[config.mk]
export PLATFORM = sky130hd
export DESIGN_NAME = spi_dual_master
export DESIGN_NICKNAME = d
export VERILOG_FILES = /design/src/rtl/spi_dual_pkg.sv /design/src/rtl/spi_dual_regfile.sv /design/src/rtl/spi_dual_baud.sv /design/src/rtl/spi_dual_engine.sv /design/src/rtl/spi_dual_master.sv
export SDC_FILE = /design/constraint.sdc
export NUM_CORES = 1
export LEC_CHECK = 0
export BUFFER_PORTS_ARGS = -buffer_cell sky130_fd_sc_hd__buf_2
export CAP_MARGIN = 20
export CORE_UTILIZATION = 57
export CTS_CLUSTER_SIZE = 8
export DETAILED_ROUTE_END_ITERATION = 12
export PLACE_DENSITY = 0.79
export SLEW_MARGIN = 20
export SYNTH_ARGS = -nofsm -noshare
export SYNTH_HDL_FRONTEND = slang
export SYNTH_SLANG_ARGS = --single-unit
[constraint.sdc]
create_clock -name clk -period 2.2 [get_ports clk]
set_clock_uncertainty 0.15 [all_clocks]
set_input_delay 0.33 -clock clk [delete_from_list [all_inputs] [get_ports clk]]
set_output_delay 0.33 -clock clk [all_outputs]
set_load 0.05 [all_outputs]
[src/rtl/spi_dual_pkg.sv]
package spi_dual_pkg;

  typedef enum logic [1:0] {
    ADR_DATA = 2'd0,
    ADR_SEL  = 2'd1,
    ADR_HALF = 2'd2,
    ADR_STAT = 2'd3
  } reg_addr_e;

  typedef struct packed {
    logic flash_n;
    logic sd_n;
  } cs_pair_t;

  // Select code to chip-select pair: 01 -> SD, 10 -> flash, others -> none
  function automatic cs_pair_t decode_sel(input logic [1:0] sel);
    cs_pair_t r;
    r.flash_n = 1'b1;
    r.sd_n    = 1'b1;
    case (sel)
      2'b01:   r.sd_n    = 1'b0;
      2'b10:   r.flash_n = 1'b0;
      default: ;
    endcase
    return r;
  endfunction

  // System cycles a whole transfer keeps busy high
  function automatic int unsigned xfer_cycles(input int unsigned bits,
                                              input int unsigned half);
    return 2 * bits * (half + 1);
  endfunction

endpackage

[src/rtl/spi_dual_regfile.sv]
module spi_dual_regfile
  import spi_dual_pkg::*;
#(
  parameter int DATA_W   = 8,
  parameter int DEF_HALF = 3
) (
  input  logic              clk,
  input  logic              rst_n,
  input  logic              reg_wr,
  input  logic [1:0]        reg_addr,
  input  logic [DATA_W-1:0] reg_wdata,
  input  logic              busy,
  input  logic [DATA_W-1:0] rx_byte,
  output logic [DATA_W-1:0] reg_rdata,
  output logic              start_evt,
  output logic [1:0]        sel_q,
  output logic [DATA_W-1:0] half_q,
  output logic              cs_flash_n,
  output logic              cs_sd_n
);

  reg_addr_e adr;
  logic      wr_ok;
  cs_pair_t  cs;

  assign adr       = reg_addr_e'(reg_addr);
  assign wr_ok     = reg_wr & ~busy;
  assign start_evt = wr_ok & (adr == ADR_DATA);

  always_ff @(posedge clk or negedge rst_n) begin
    if (!rst_n) begin
      sel_q  <= 2'b00;
      half_q <= DATA_W'(DEF_HALF);
    end else if (wr_ok) begin
      if (adr == ADR_SEL)  sel_q  <= reg_wdata[1:0];
      if (adr == ADR_HALF) half_q <= reg_wdata;
    end
  end

  assign cs         = decode_sel(sel_q);
  assign cs_flash_n = cs.flash_n;
  assign cs_sd_n    = cs.sd_n;

  always_comb begin
    reg_rdata = '0;
    case (adr)
      ADR_DATA: reg_rdata = rx_byte;
      ADR_SEL:  reg_rdata[1:0] = sel_q;
      ADR_HALF: reg_rdata = half_q;
      ADR_STAT: reg_rdata[0] = busy;
      default:  reg_rdata = '0;
    endcase
  end

endmodule

[src/rtl/spi_dual_baud.sv]
module spi_dual_baud #(
  parameter int W = 8
) (
  input  logic         clk,
  input  logic         rst_n,
  input  logic         run,
  input  logic [W-1:0] half,
  output logic         tick
);

  logic [W-1:0] cnt;

  assign tick = run & (cnt == half);

  always_ff @(posedge clk or negedge rst_n) begin
    if (!rst_n)            cnt <= '0;
    else if (!run || tick) cnt <= '0;
    else                   cnt <= cnt + 1'b1;
  end

endmodule

[src/rtl/spi_dual_engine.sv]
module spi_dual_engine #(
  parameter int DATA_W = 8
) (
  input  logic              clk,
  input  logic              rst_n,
  input  logic              start,
  input  logic [DATA_W-1:0] load_data,
  input  logic              tick,
  input  logic              miso,
  output logic              busy,
  output logic              sck,
  output logic              mosi,
  output logic [DATA_W-1:0] rx_byte,
  output logic              rise_evt,
  output logic              fall_evt,
  output logic              done_evt
);

  localparam int BIT_W = (DATA_W > 1) ? $clog2(DATA_W) : 1;

  logic [DATA_W-1:0] shreg;
  logic [BIT_W-1:0]  bitcnt;
  logic              last_bit;

  assign rise_evt = busy & tick & ~sck;
  assign fall_evt = busy & tick & sck;
  assign last_bit = (bitcnt == BIT_W'(DATA_W - 1));
  assign done_evt = fall_evt & last_bit;
  assign mosi     = shreg[DATA_W-1];

  always_ff @(posedge clk or negedge rst_n) begin
    if (!rst_n) begin
      shreg   <= '0;
      bitcnt  <= '0;
      busy    <= 1'b0;
      sck     <= 1'b0;
      rx_byte <= '0;
    end else if (start) begin
      shreg  <= load_data;
      bitcnt <= '0;
      busy   <= 1'b1;
      sck    <= 1'b0;
    end else begin
      if (rise_evt) begin
        sck     <= 1'b1;
        rx_byte <= {rx_byte[DATA_W-2:0], miso};
      end
      if (fall_evt) begin
        sck <= 1'b0;
        if (last_bit) begin
          busy <= 1'b0;
        end else begin
          shreg  <= shreg << 1;
          bitcnt <= bitcnt + 1'b1;
        end
      end
    end
  end

endmodule

[src/rtl/spi_dual_master.sv]
module spi_dual_master #(
  parameter int DATA_W   = 8,
  parameter int DEF_HALF = 3
) (
  input  logic              clk,
  input  logic              rst_n,
  input  logic              reg_wr,
  input  logic [1:0]        reg_addr,
  input  logic [DATA_W-1:0] reg_wdata,
  output logic [DATA_W-1:0] reg_rdata,
  output logic              spi_sck,
  output logic              spi_mosi,
  input  logic              spi_miso,
  output logic              cs_flash_n,
  output logic              cs_sd_n,
  output logic              led_activity
);

  logic              start_evt;
  logic              busy;
  logic              tick;
  logic              rise_evt;
  logic              fall_evt;
  logic              done_evt;
  logic [1:0]        sel_q;
  logic [DATA_W-1:0] half_q;
  logic [DATA_W-1:0] rx_byte;

  spi_dual_regfile #(.DATA_W(DATA_W), .DEF_HALF(DEF_HALF)) u_regs (
    .clk        (clk),
    .rst_n      (rst_n),
    .reg_wr     (reg_wr),
    .reg_addr   (reg_addr),
    .reg_wdata  (reg_wdata),
    .busy       (busy),
    .rx_byte    (rx_byte),
    .reg_rdata  (reg_rdata),
    .start_evt  (start_evt),
    .sel_q      (sel_q),
    .half_q     (half_q),
    .cs_flash_n (cs_flash_n),
    .cs_sd_n    (cs_sd_n)
  );

  spi_dual_baud #(.W(DATA_W)) u_baud (
    .clk   (clk),
    .rst_n (rst_n),
    .run   (busy),
    .half  (half_q),
    .tick  (tick)
  );

  spi_dual_engine #(.DATA_W(DATA_W)) u_eng (
    .clk       (clk),
    .rst_n     (rst_n),
    .start     (start_evt),
    .load_data (reg_wdata),
    .tick      (tick),
    .miso      (spi_miso),
    .busy      (busy),
    .sck       (spi_sck),
    .mosi      (spi_mosi),
    .rx_byte   (rx_byte),
    .rise_evt  (rise_evt),
    .fall_evt  (fall_evt),
    .done_evt  (done_evt)
  );

  assign led_activity = busy;

endmodule

# Yosys cells after proc, flatten, opt, wreduce, memory -nomap -nowiden
# Index checks and enable logic that the tools add are counted.
# classes
add_sub_neg	2
n_eq_ne	8
n_mux	18
bitwise	9
n_reduce_logical	11
# op_table
cell	count
$mux W8	4
$pmux W6 S2	1
$reduce_and A2 Y1	5
$mux W3	3
$add A8 B1 Y8 const B	1
$eq A8 B8 Y1	1
$mux W1	8
$and A1 B1 Y1	6
$eq A2 B2 Y1 const B	3
$eq A2 B1 Y1 const B	2
$pmux W1 S4	1
$reduce_bool A2 Y1	2
$add A3 B1 Y3 const B	1
$eq A3 B3 Y1 const B	1
$not A1 Y1	3
$pmux W1 S3	1
$reduce_bool A3 Y1	1
$logic_not A2 Y1	1
$ne A2 B2 Y1 const B	1
$logic_not A1 Y1	1
$logic_or A1 B1 Y1	1
# word_totals
register_bits	39
output_inout_bits	13
elab_cells	56

# Depth between registers and ports, before layout
# Gate-level depths: netlist (run 1).
# depth
ltp_word	7
mapped_depth	7
depth_no_buf	6

# Cells and area by module
# From an unflattened synthesis (run 1), not the netlist that was laid out.
# unflattened
hier_cells	164
area_unflattened_um2	2000.7
# by_module_without_submodules
module	n_inst	cells_per_inst	area_per_inst_um2
spi_dual_engine	1	74	908.4
spi_dual_regfile	1	44	591.8
spi_dual_baud	1	46	500.5

# Worst setup path after synthesis (run 1)
# No wires, ideal clock.
# synth_path
path_type	input to output
from	in reg_addr[0]
to	out reg_rdata[1]
arrival_ns	1.819
slack_ns	-0.099
path_stages	3
n_path_buf	1
path_cell_list	buf_1 mux2i_1 o21ai_0
# synth_between
elab_chain_cells	2
# synth_lines
element	line_no	text
start, declared	spi_dual_master.sv:8	input logic [1:0] reg_addr,
$eq A2 B2 Y1 (tied with other cells)	spi_dual_regfile.sv:46	case (adr)
$pmux W1 S3 (*)	spi_dual_regfile.sv:46	
end, declared	spi_dual_master.sv:10	output logic [DATA_W-1:0] reg_rdata,
# Mark *: on every way between the ends. The rest lies on a longest branch, timed or not.

# Worst setup path in the final report (run 1)
# layout_path
from	reg u_regs.half_q[0]
to	reg u_eng.rx_byte[4]
# layout_between
elab_chain_cells	5
# layout_lines
element	line_no	text
start, declared	spi_dual_regfile.sv:17	output logic [DATA_W-1:0] half_q,
start signal, assigned	spi_dual_regfile.sv:33	half_q <= DATA_W'(DEF_HALF);
start signal, assigned	spi_dual_regfile.sv:36	if (adr == ADR_HALF) half_q <= reg_wdata;
$eq A8 B8 Y1	spi_dual_baud.sv:13	assign tick = run & (cnt == half);
$and A1 B1 Y1	spi_dual_baud.sv:13	
$and A1 B1 Y1 (2 in a row)	spi_dual_engine.sv:25	assign rise_evt = busy & tick & ~sck;
$reduce_and A2 Y1 (no line)	n/a	
end signal, assigned	spi_dual_engine.sv:46	rx_byte <= {rx_byte[DATA_W-2:0], miso};
end, declared	spi_dual_engine.sv:13	output logic [DATA_W-1:0] rx_byte,
# Every way passes these cells.
# A chain may end at the register's enable or synchronous reset.

==> impl_metrics.json, run 1 <==
{
  "yosysWarnings": 0,
  "drv_slew": 0,
  "pin_count": 27,
  "clk_pin_slew_ns": 0.12,
  "synthesis.area_um2": 2029,
  "synthMostInstantiatedCell": "dfrtp_1",
  "cp-startpoint": "u_regs.half_q[0]",
  "insertion_delay_ns": 0.35,
  "drt-initial-drc-count": 84,
  "routed-via-count": 1542,
  "rr_worst_depth": 4,
  "cts_tree": "built",
  "layout.cells.non_filler": 261,
  "final_util_pct": 68.68,
  "rows": 21,
  "dieArea_um2": 3803,
  "grt_usage_pct": 25.86,
  "criticalPathCategory": "reg2reg",
  "reg2reg_from": "u_regs.half_q[0]",
  "cts_sinks": 39,
  "timing.setup.tns_ns": 0,
  "antenna_found_initial": 0,
  "synth_top_flop_cell": "dfrtp_1",
  "place_inst": 249,
  "grt_pass1_vias": 1447,
  "ys_async_sr_fraction_pct": 100.0,
  "timing.final.crit_share_pct": 97.22,
  "worstHoldPathType": "in2reg",
  "core-area_um2": 3363,
  "rsz0062_at_grt": "no",
  "maxCapViolations": 0,
  "wl_per_cell_um": 16.76,
  "r2r_slack_ns": 0.06,
  "swShare_pct": 45.17,
  "numCtsBuffers": 5,
  "fill_cells": 277,
  "multi_input_area_um2": 993.5,
  "overflow": 0,
  "power_mw": 3.008,
  "max_freq_mhz": 467.6,
  "avgSynthCellArea_um2": 11.21,
  "via_per_inst": 5.908,
  "p_comb_share_pct": 45.9,
  "ir_drop_mv": 0.5883,
  "totalWireLength_um": 4374,
  "worstMarginPinSlew_ns": 0.8504,
  "crit_end": "u_eng.rx_byte[4]",
  "timing.hold.ws_ns": 0.04652,
  "syn-num-nets": 198,
  "hold_viol": 0,
  "finalNetCount": 231,
  "drive_above_1_share_pct": 26.05,
  "synth_largest_area_cell": "dfrtp_1",
  "hp-start": "spi_miso",
  "relSlewSlack_pct": 43.30,
  "worstReg2RegEnd": "u_eng.rx_byte[4]",
  "yosysSeqAreaShare_pct": 48.21,
  "cp_max_fo": 5,
  "synth_edf_count": 0,
  "seqPwrFrac_pct": 42.4,
  "synth_area_leaders": "dfrtp_1 46%, mux2_1 7.8%, xnor2_1 4.3%, nand2_1 3.9%, mux2i_1 3.5%",
  "cp-end-kind": "register",
  "required_ns": 2.29,
  "die_y_um": 61.67,
  "netlist.area_leader.share_pct": 45.62,
  "antenna_left": 0,
  "cts_root_buf": "clkbuf_4",
  "htreeDepth": 2,
  "die_width_um": 61.67,
  "port_buffers": 26,
  "n_antenna_cell": 0,
  "fin_crit_ns": 2.139,
  "p_int_mw": 1.649,
  "synth_common_cells": "37 x dfrtp_1, 21 x nand2_1, 15 x nor2_1, 14 x mux2_1, 10 x xnor2_1",
  "clockBufferDepth": 2,
  "cp.arrival_ns": 2.23,
  "p_leak_nw": 1.046,
  "synth.distinct_cells": 38,
  "post-dp-hpwl_um": 3146,
  "setup_violations": 0,
  "seqCellArea_um2": 978.4,
  "syn_to_final_growth_pct": 13.81,
  "synth_seq_cells": 39,
  "initial_core_util_pct": 60.34,
  "grt_max_degree": 40,
  "p_sw_mw": 1.359,
  "status": "complete, no violations",
  "syn_inst": 181,
  "powerDensity_nw_per_um2": 1302,
  "grt_pass1_wl_um": 6858,
  "place_congestion": 0.8382,
  "start_kind": "register",
  "drc": 0,
  "drtPass1Iterations": 4,
  "clockPowerShare_pct": 11.7
}
cells by family (layout without fill, tap and decap cells):
family,count (synthesis),in the layout,synth area share [%]
buffers and inverters,14,48,3.083
adders and majority gates,3,3,1.850
xor gates and xnor gates,14,14,6.782
DFF,39,39,48.21
and+or+nand+nor,58,58,14.80
AOI/OAI and AO/OA,27,27,9.987
muxes,26,26,15.29
critical path: stages, from the launching register on:
cell and delay [ns]:
dfstp_2 0.58, xnor2_1 0.12, nand4_1 0.15, or4_1 0.67
mux2_4 0.36
registers in the layout (all words and copies together), names as in the netlist:
| signal | count |
|---|---|
| u_eng.bitcnt | 3 |
| u_regs.half_q | 8 |
| u_eng.busy | 1 |
| u_baud.cnt | 8 |
| u_regs.sel_q | 2 |
| u_eng.shreg | 8 |
| u_eng.rx_byte | 8 |
| u_eng.sck | 1 |
power groups by stage:
stage	Sequential [mW]	Clock (mW)	Combinational [mW]
4_1_cts	1.27	0.361	1.35
2_1_floorplan	1.27	0	0.975
3_3_place_gp	1.26	0	1.27
5_1_grt	1.31	0.386	1.50
6_report	1.27	0.352	1.38
3_5_place_dp	1.28	0	1.34
through the flow:
stage	setup WS (ns)	cell area [µm²]
2_1_floorplan	0.1782	2029
3_3_place_gp	0.1296	2218
3_5_place_dp	0.08149	2218
4_1_cts	0.06833	2278
5_1_grt	0.01607	2310
6_report	0.06119	2310
layout by cell type (no fill, tap or decap), types with 3 or more instances in the layout:
master / n
inv_1: 3
dfrtp_1: 37
o311ai_1: 7
or4_1: 4
a21oi_1: 4
nand2_1: 21
buf_2: 26
o31ai_1: 5
nor2_1: 15
xnor2_1: 10
o211ai_1: 7
buf_4: 9
clkbuf_4: 5
mux2_1: 14
mux2_4: 4
mux2i_1: 7
nand2b_1: 3
ha_1: 3
per-layer routing:
layer | wire [µm] | GRT usage [%]
met5 | 0 | 0
met4 | 38 | 11.11
met3 | 200 | 7.773
met2 | 2206 | 41.78
met1 | 1929 | 32.21
cell type report:
| class | count | share of cell area [%] |
|---|---|---|
| clock buffers | 7 | 1.950 |
| clock inverters | 1 | 0.2167 |
| inverters | 3 | 0.4875 |
| multi-input cells | 128 | 43.01 |
| flip-flops and latches | 39 | 42.36 |
| well taps | 46 | 2.492 |
| repair buffers | 37 | 9.480 |
repair_timing:
action                                 CTS  global route
setup buffers                            0             3
hold buffers                             1             0
gates resized for setup                  0             2
endpoints found under the hold margin   37             0
setup endpoints to repair                0             7
worst min path at each step:
stage / end / slack, ns / cells after the start
2_1_floorplan: u_baud.cnt[0] / -0.12 / 0
3_3_place_gp: u_eng.rx_byte[6] / 0.31 / 1
3_5_place_dp: u_eng.rx_byte[6] / 0.33 / 1
4_1_cts: u_eng.rx_byte[0] / 0.04 / 2
5_1_grt: u_eng.rx_byte[0] / 0.04 / 2
6_report: u_eng.rx_byte[0] / 0.05 / 2
(Power assumes the default switching activity.)
==> inputs of run 2 (changes only) <==
--- a/config.mk
+++ b/config.mk
@@ -10,7 +10,8 @@
 export CORE_UTILIZATION = 57
 export CTS_CLUSTER_SIZE = 8
 export DETAILED_ROUTE_END_ITERATION = 12
-export PLACE_DENSITY = 0.79
+export GPL_TIMING_DRIVEN = 0
+export PLACE_DENSITY = 0.77
 export SLEW_MARGIN = 20
 export SYNTH_ARGS = -nofsm -noshare
 export SYNTH_HDL_FRONTEND = slang
==> run 2 against run 1 <==
Net effect: clock power grew 18%; setup slack gained 0.036 ns; power grew 0.34%; sequential power is essentially flat; sequential share of layout area grew 0.14 points; register-to-register slack gained 0.04 ns; die area is the same; via count shrank 0.78%; final area shrank 0.33%; critical endpoint is now u_eng.bitcnt[0]; non-clock buffer count grew 1; largest power group unchanged; combinational power shrank 4%.
==> impl_metrics.json, run 2 (synthesis results as in run 1) <==
{
  "port_buffers": 26,
  "clk_pin_slew_ns": 0.11,
  "insertion_delay_ns": 0.35,
  "initial_core_util_pct": 60.34,
  "routed-via-count": 1530,
  "pin_count": 27,
  "p_int_mw": 1.670,
  "worstMarginPinSlew_ns": 0.8552,
  "timing.setup.tns_ns": 0,
  "cts_sinks": 39,
  "seqPwrFrac_pct": 42.3,
  "antenna_found_initial": 0,
  "start_kind": "register",
  "via_per_inst": 5.840,
  "r2r_slack_ns": 0.1,
  "dp_slack_ns": 0.06307,
  "cts_tree": "built",
  "final_common_cell": "dfrtp_1",
  "hp-start": "spi_miso",
  "die_width_um": 61.67,
  "place_inst": 253,
  "layout.cells.non_filler": 262,
  "place_congestion": 0.8115,
  "fin_ws_ns": 0.09737,
  "n_antenna_cell": 0,
  "max_freq_mhz": 475.6,
  "ir_drop_mv": 0.6666,
  "status": "complete, no violations",
  "clockPowerShare_pct": 13.8,
  "setup_violations": 0,
  "grt_usage_pct": 25.67,
  "cts_root_buf": "clkbuf_4",
  "timing.final.crit_share_pct": 95.57,
  "rr_worst_depth": 7,
  "dieArea_um2": 3803,
  "timing.hold.ws_ns": 0.05455,
  "finalNetCount": 232,
  "overflow": 0,
  "relSlewSlack_pct": 42.99,
  "totalWireLength_um": 4275,
  "drive_above_1_share_pct": 24.07,
  "clockBufferDepth": 2,
  "seqCellArea_um2": 978.4,
  "swShare_pct": 44.66,
  "p_comb_share_pct": 43.9,
  "cp-end-kind": "register",
  "core-area_um2": 3363,
  "grt_pass1_wl_um": 6844,
  "grt_pass1_vias": 1506,
  "htreeDepth": 2,
  "post-dp-hpwl_um": 3208,
  "grt_max_degree": 40,
  "criticalPathCategory": "reg2reg",
  "drtPass1Iterations": 4,
  "p_sw_mw": 1.348,
  "reg2reg_from": "u_eng.bitcnt[0]",
  "cp.arrival_ns": 2.24,
  "final_cell_mix": "37 x dfrtp_1, 29 x buf_2, 21 x nand2_1",
  "hold_viol": 0,
  "multi_input_area_um2": 988.4,
  "rows": 21,
  "antenna_left": 0,
  "drc": 0,
  "drv_slew": 0,
  "p_leak_nw": 1.034,
  "final_area_um2": 2302,
  "required_ns": 2.33,
  "powerDensity_nw_per_um2": 1311,
  "fill_cells": 263,
  "die_y_um": 61.67,
  "place_area_um2": 2217,
  "drt-initial-drc-count": 68,
  "maxCapViolations": 0,
  "worstHoldEndpoint": "u_eng.rx_byte[0]",
  "wl_per_cell_um": 16.32,
  "whs_path_depth": 2,
  "fin_crit_ns": 2.103,
  "worstReg2RegEnd": "u_eng.bitcnt[0]",
  "worstHoldPathType": "in2reg",
  "cp_max_fo": 4,
  "numCtsBuffers": 5,
  "syn_to_final_growth_pct": 13.44
}
==> run 2: cell types whose count changed in the layout (fill, tap and decap cells not counted) <==
| cell | change |
|---|---|
| buf_4 | -8 |
| buf_1 | +3 |
| buf_2 | +3 |
| clkbuf_8 | +2 |
| clkbuf_1 | +1 |
| clkbuf_2 | +1 |
| clkinv_2 | -1 |
| or3_1 | +1 |
| or3_4 | -1 |
==> run 2: worst max path at each step <==
stage                               start               end  slack (ns)
final                     u_eng.bitcnt[0]   u_eng.bitcnt[0]         0.1
after global routing      u_eng.bitcnt[0]    u_eng.shreg[6]      -0.003
after CTS                 u_eng.bitcnt[0]    u_eng.shreg[3]        0.01
after detailed placement  u_eng.bitcnt[0]    u_eng.shreg[5]        0.06
after global placement    u_eng.bitcnt[0]    u_eng.shreg[3]        0.11
after floorplan                u_eng.busy  u_eng.rx_byte[1]        0.18
==> run 2: what timing repair did <==
| action | 4_1_cts | 5_1_grt |
|---|---|---|
| buffers inserted | 0 | 1 |
| endpoints found under the hold margin | 37 | 0 |
| gates resized for setup | 0 | 5 |
| hold buffers | 1 | 0 |
| endpoints found under the setup margin | 0 | 11 |
==> run 2: power groups by stage <==
stage | Combinational (mW) | Sequential [mW] | Clock, mW
after floorplan | 0.975 | 1.27 | 0
after global routing | 1.45 | 1.31 | 0.455
after detailed placement | 1.31 | 1.29 | 0
final | 1.32 | 1.28 | 0.417
after CTS | 1.32 | 1.27 | 0.423
after global placement | 1.26 | 1.26 | 0
==> run 2: worst max-delay path, cell delays in order (launching register included) <==
cell and delay, ns:
dfrtp_1 0.43, ha_1 0.21, ha_1 0.20, nor2b_1 0.13, nand4_1 0.18, buf_4 0.20, or4_1 0.39, a21oi_1 0.16
==> run 2: cell type report <==
type / count / area share [%]
plain buffers: 10 / 2.174
clock buffers: 8 / 2.989
repair buffers: 28 / 6.413
well taps: 46 / 2.500
flip-flops and latches: 39 / 42.50
inverters: 3 / 0.4891
multi-input cells: 128 / 42.93
==> run 2: stage by stage <==
stage	power, mW	util [%]
floorplan	2.241	-
CTS	3.014	68.27
detailed placement	2.595	65.92
global route	3.215	68.45
global placement	2.519	65.92
finish	3.018	68.45
==> run 2: layer usage <==
metal / track usage [%] / wire, µm
met5: 0 / 0
met2: 40.71 / 1987
met3: 6.933 / 182
met1: 32.74 / 1988
met4: 12.06 / 116
==> inputs of run 3 (changes only) <==
--- a/config.mk
+++ b/config.mk
@@ -5,6 +5,7 @@
 export SDC_FILE = /design/constraint.sdc
 export NUM_CORES = 1
 export LEC_CHECK = 0
+export ABC_AREA = 1
 export BUFFER_PORTS_ARGS = -buffer_cell sky130_fd_sc_hd__buf_2
 export CAP_MARGIN = 20
 export CORE_UTILIZATION = 57
==> run 3 against run 2 <==
Net effect: the flow now finishes with violations (hold timing); first-iteration DRC count grew 99%; die area up 4.6%; final area rose by 5.7%; combinational power barely moved; wire length is 7.0% higher; core utilization grew 2.2 points; register-to-register slack improved by 0.27 ns; fmax grew 9.2%; synthesized cell count rose by 53%; setup slack gained 0.18 ns; highest routed layer unchanged; clock power is 50% higher.
==> impl_metrics.json, run 3 <==
{
  "cp_max_fo": 3,
  "cp.depth": 5,
  "ys_async_sr_fraction_pct": 100.0,
  "grt_max_degree": 40,
  "wl_per_cell_um": 12.82,
  "final_area_um2": 2432,
  "setup_violations": 0,
  "timing.setup.tns_ns": 0,
  "postCtsSetupRepairBufs": 0,
  "p_leak_nw": 1.308,
  "max_freq_mhz": 519.3,
  "synth_edf_count": 0,
  "grt_pass1_wl_um": 8093,
  "hold_viol": 16,
  "totalWireLength_um": 4575,
  "grt_usage_pct": 26.77,
  "required_ns": 1.72,
  "pin_count": 27,
  "cp-end-kind": "output port",
  "post-dp-hpwl_um": 3327,
  "wl_met3_um": 225,
  "synth_top_flop_cell": "dfrtp_1",
  "drv_slew": 0,
  "insertion_delay_ns": 0.30,
  "avgSynthCellArea_um2": 7.679,
  "cp-startpoint": "u_regs.half_q[0]",
  "synthMostInstantiatedCell": "nand2_1",
  "place_area_um2": 2315,
  "top_layer": "met4",
  "wl_met2_um": 2159,
  "yosysWarnings": 0,
  "grt_pass1_vias": 1785,
  "timing.hold.ws_ns": -0.01196,
  "r2r_slack_ns": 0.37,
  "cts_resized": 0,
  "worstReg2RegEnd": "u_baud.cnt[1]",
  "htreeDepth": 2,
  "cp.arrival_ns": 1.45,
  "overflow": 0,
  "critPathMaxStageDelay_ns": 0.55,
  "worstMarginPinSlew_ns": 0.8542,
  "cts_tree": "built",
  "dp_slack_ns": 0.3811,
  "antenna_left": 0,
  "drc": 0,
  "drive_above_1_share_pct": 20.26,
  "path_cells": "inv_1 -> o21ai_0 -> a21oi_1 -> o21ai_1 -> buf_2",
  "crit_end": "reg_rdata[0]",
  "worstHoldPathType": "in2async",
  "maxCapViolations": 0,
  "status": "finished, violations left",
  "final_common_cell": "nand2_1",
  "cp_top_family": "flip-flops",
  "syn_to_final_growth_pct": 14.35,
  "antenna_found_initial": 0,
  "place_congestion": 0.8352,
  "timing.final.crit_share_pct": 87.53,
  "port_buffers": 26,
  "core-area_um2": 3442,
  "clockBufferDepth": 2,
  "routed-via-count": 1841,
  "dieArea_um2": 3980,
  "wirelength_met1_um": 2115,
  "syn_inst": 277,
  "start_kind": "register",
  "rr_worst_depth": 8,
  "hold_buffers": 0,
  "rsz0062_at_grt": "no",
  "failed_checks": "hold timing",
  "power_mw": 3.213,
  "via_per_inst": 5.157,
  "final_cell_mix": "82 x nand2_1, 44 x inv_1, 37 x dfrtp_1",
  "fin_ws_ns": 0.2742,
  "synthesis.area_um2": 2127,
  "synth_seq_cells": 39,
  "relSlewSlack_pct": 43.06,
  "clk_pin_slew_ns": 0.08,
  "path_buf_inv": 2,
  "reg2reg_from": "u_regs.half_q[5]",
  "cp_slowest_cell": "dfstp_2",
  "syn-num-nets": 294,
  "synth.distinct_cells": 32,
  "rows": 21,
  "die_y_um": 63.09,
  "fill_cells": 294,
  "finalNetCount": 327,
  "cts_root_buf": "clkbuf_8",
  "cts_sinks": 39,
  "synth_common_cells": "82 x nand2_1, 44 x inv_1, 37 x dfrtp_1, 22 x nand3_1, 19 x nor2_1",
  "netlist.area_leader.share_pct": 43.53,
  "drtPass1Iterations": 4,
  "numCtsBuffers": 5,
  "synth_area_leaders": "dfrtp_1 44%, nand2_1 14%, inv_1 7.8%, nand3_1 5.2%, nor2_1 3.4%",
  "criticalPathCategory": "reg2out",
  "powerDensity_nw_per_um2": 1321,
  "ir_drop_mv": 0.7126,
  "n_antenna_cell": 0,
  "synth_largest_area_cell": "dfrtp_1",
  "drt-initial-drc-count": 135,
  "die_width_um": 63.09,
  "yosysSeqAreaShare_pct": 46.00,
  "initial_core_util_pct": 61.80,
  "fin_crit_ns": 1.926
}
==> run 3: changes by cell type in the layout (fill, tap and decap cells not counted), moves of 9 or more <==
cell,before,now
inv_1,3,44
mux2_1,14,0
nand2_1,21,82
nand3_1,2,22
o21ai_0,0,13
xnor2_1,10,1
==> run 3: final cells by class <==
cell class / instances / area, µm² / area share, %
Inverter: 49 / 183.9 / 7.562
Buffer: 6 / 45.04 / 1.852
Tap cell: 46 / 57.56 / 2.366
Clock inverter: 2 / 35.03 / 1.440
Multi-Input combinational cell: 183 / 919.6 / 37.81
Timing Repair Buffer: 26 / 130.1 / 5.350
Sequential cell: 39 / 978.4 / 40.23
Clock buffer: 6 / 82.58 / 3.395
==> run 3: report_power, final <==
group / total (mW) / switching, mW / internal, mW
sequential: 1.24 / 0.239 / 1.00
clock: 0.624 / 0.257 / 0.367
combinational: 1.35 / 0.913 / 0.435
total: 3.21 / 1.41 / 1.80
==> run 3: cell families (layout without fill, tap and decap cells) <==
logic type,count (synthesis),after routing,share of synthesized area (%)
and+or+nand+nor,138,138,29.06
xor gates and xnor gates,3,3,1.236
adders and majority gates,3,3,1.765
AOI/OAI and AO/OA,39,39,11.18
buffers and inverters,55,89,10.76
DFF,39,39,46.00
==> run 3: per-stage QoR <==
step           utilization [%]  instances
6_report                 70.67        357
3_3_place_gp             67.25        349
4_1_cts                  70.67        357
3_5_place_dp             67.25        349
2_1_floorplan                -        277
5_1_grt                  70.67        357
==> run 3: worst reg2reg max path: cells and delay by family, from the launching register on <==
kind,cells,cell delay (ns)
AOI/OAI and AO/OA,1,0.49
buffers and inverters,2,0.18
DFF,1,0.41
and+or+nand+nor,5,0.44
==> run 3: metal layers <==
metal  GRT usage (%)  up-vias
li1                -      930
met1           34.57      851
met2           42.88       52
met3           6.703        8
met4           10.76        0
met5               0        -
==> run 3: worst min path at each step <==
| stage | from | endpoint | slack [ns] |
|---|---|---|---|
| after CTS | rst_n | u_eng.sck | 0.02 |
| after detailed placement | u_eng.rx_byte[4] | u_eng.rx_byte[4] | 0.32 |
| after global placement | u_eng.rx_byte[1] | u_eng.rx_byte[1] | 0.32 |
| after global routing | rst_n | u_eng.rx_byte[3] | 0.06 |
| final | rst_n | u_eng.sck | -0.01 |
| after floorplan | rst_n | u_baud.cnt[0] | -0.12 |
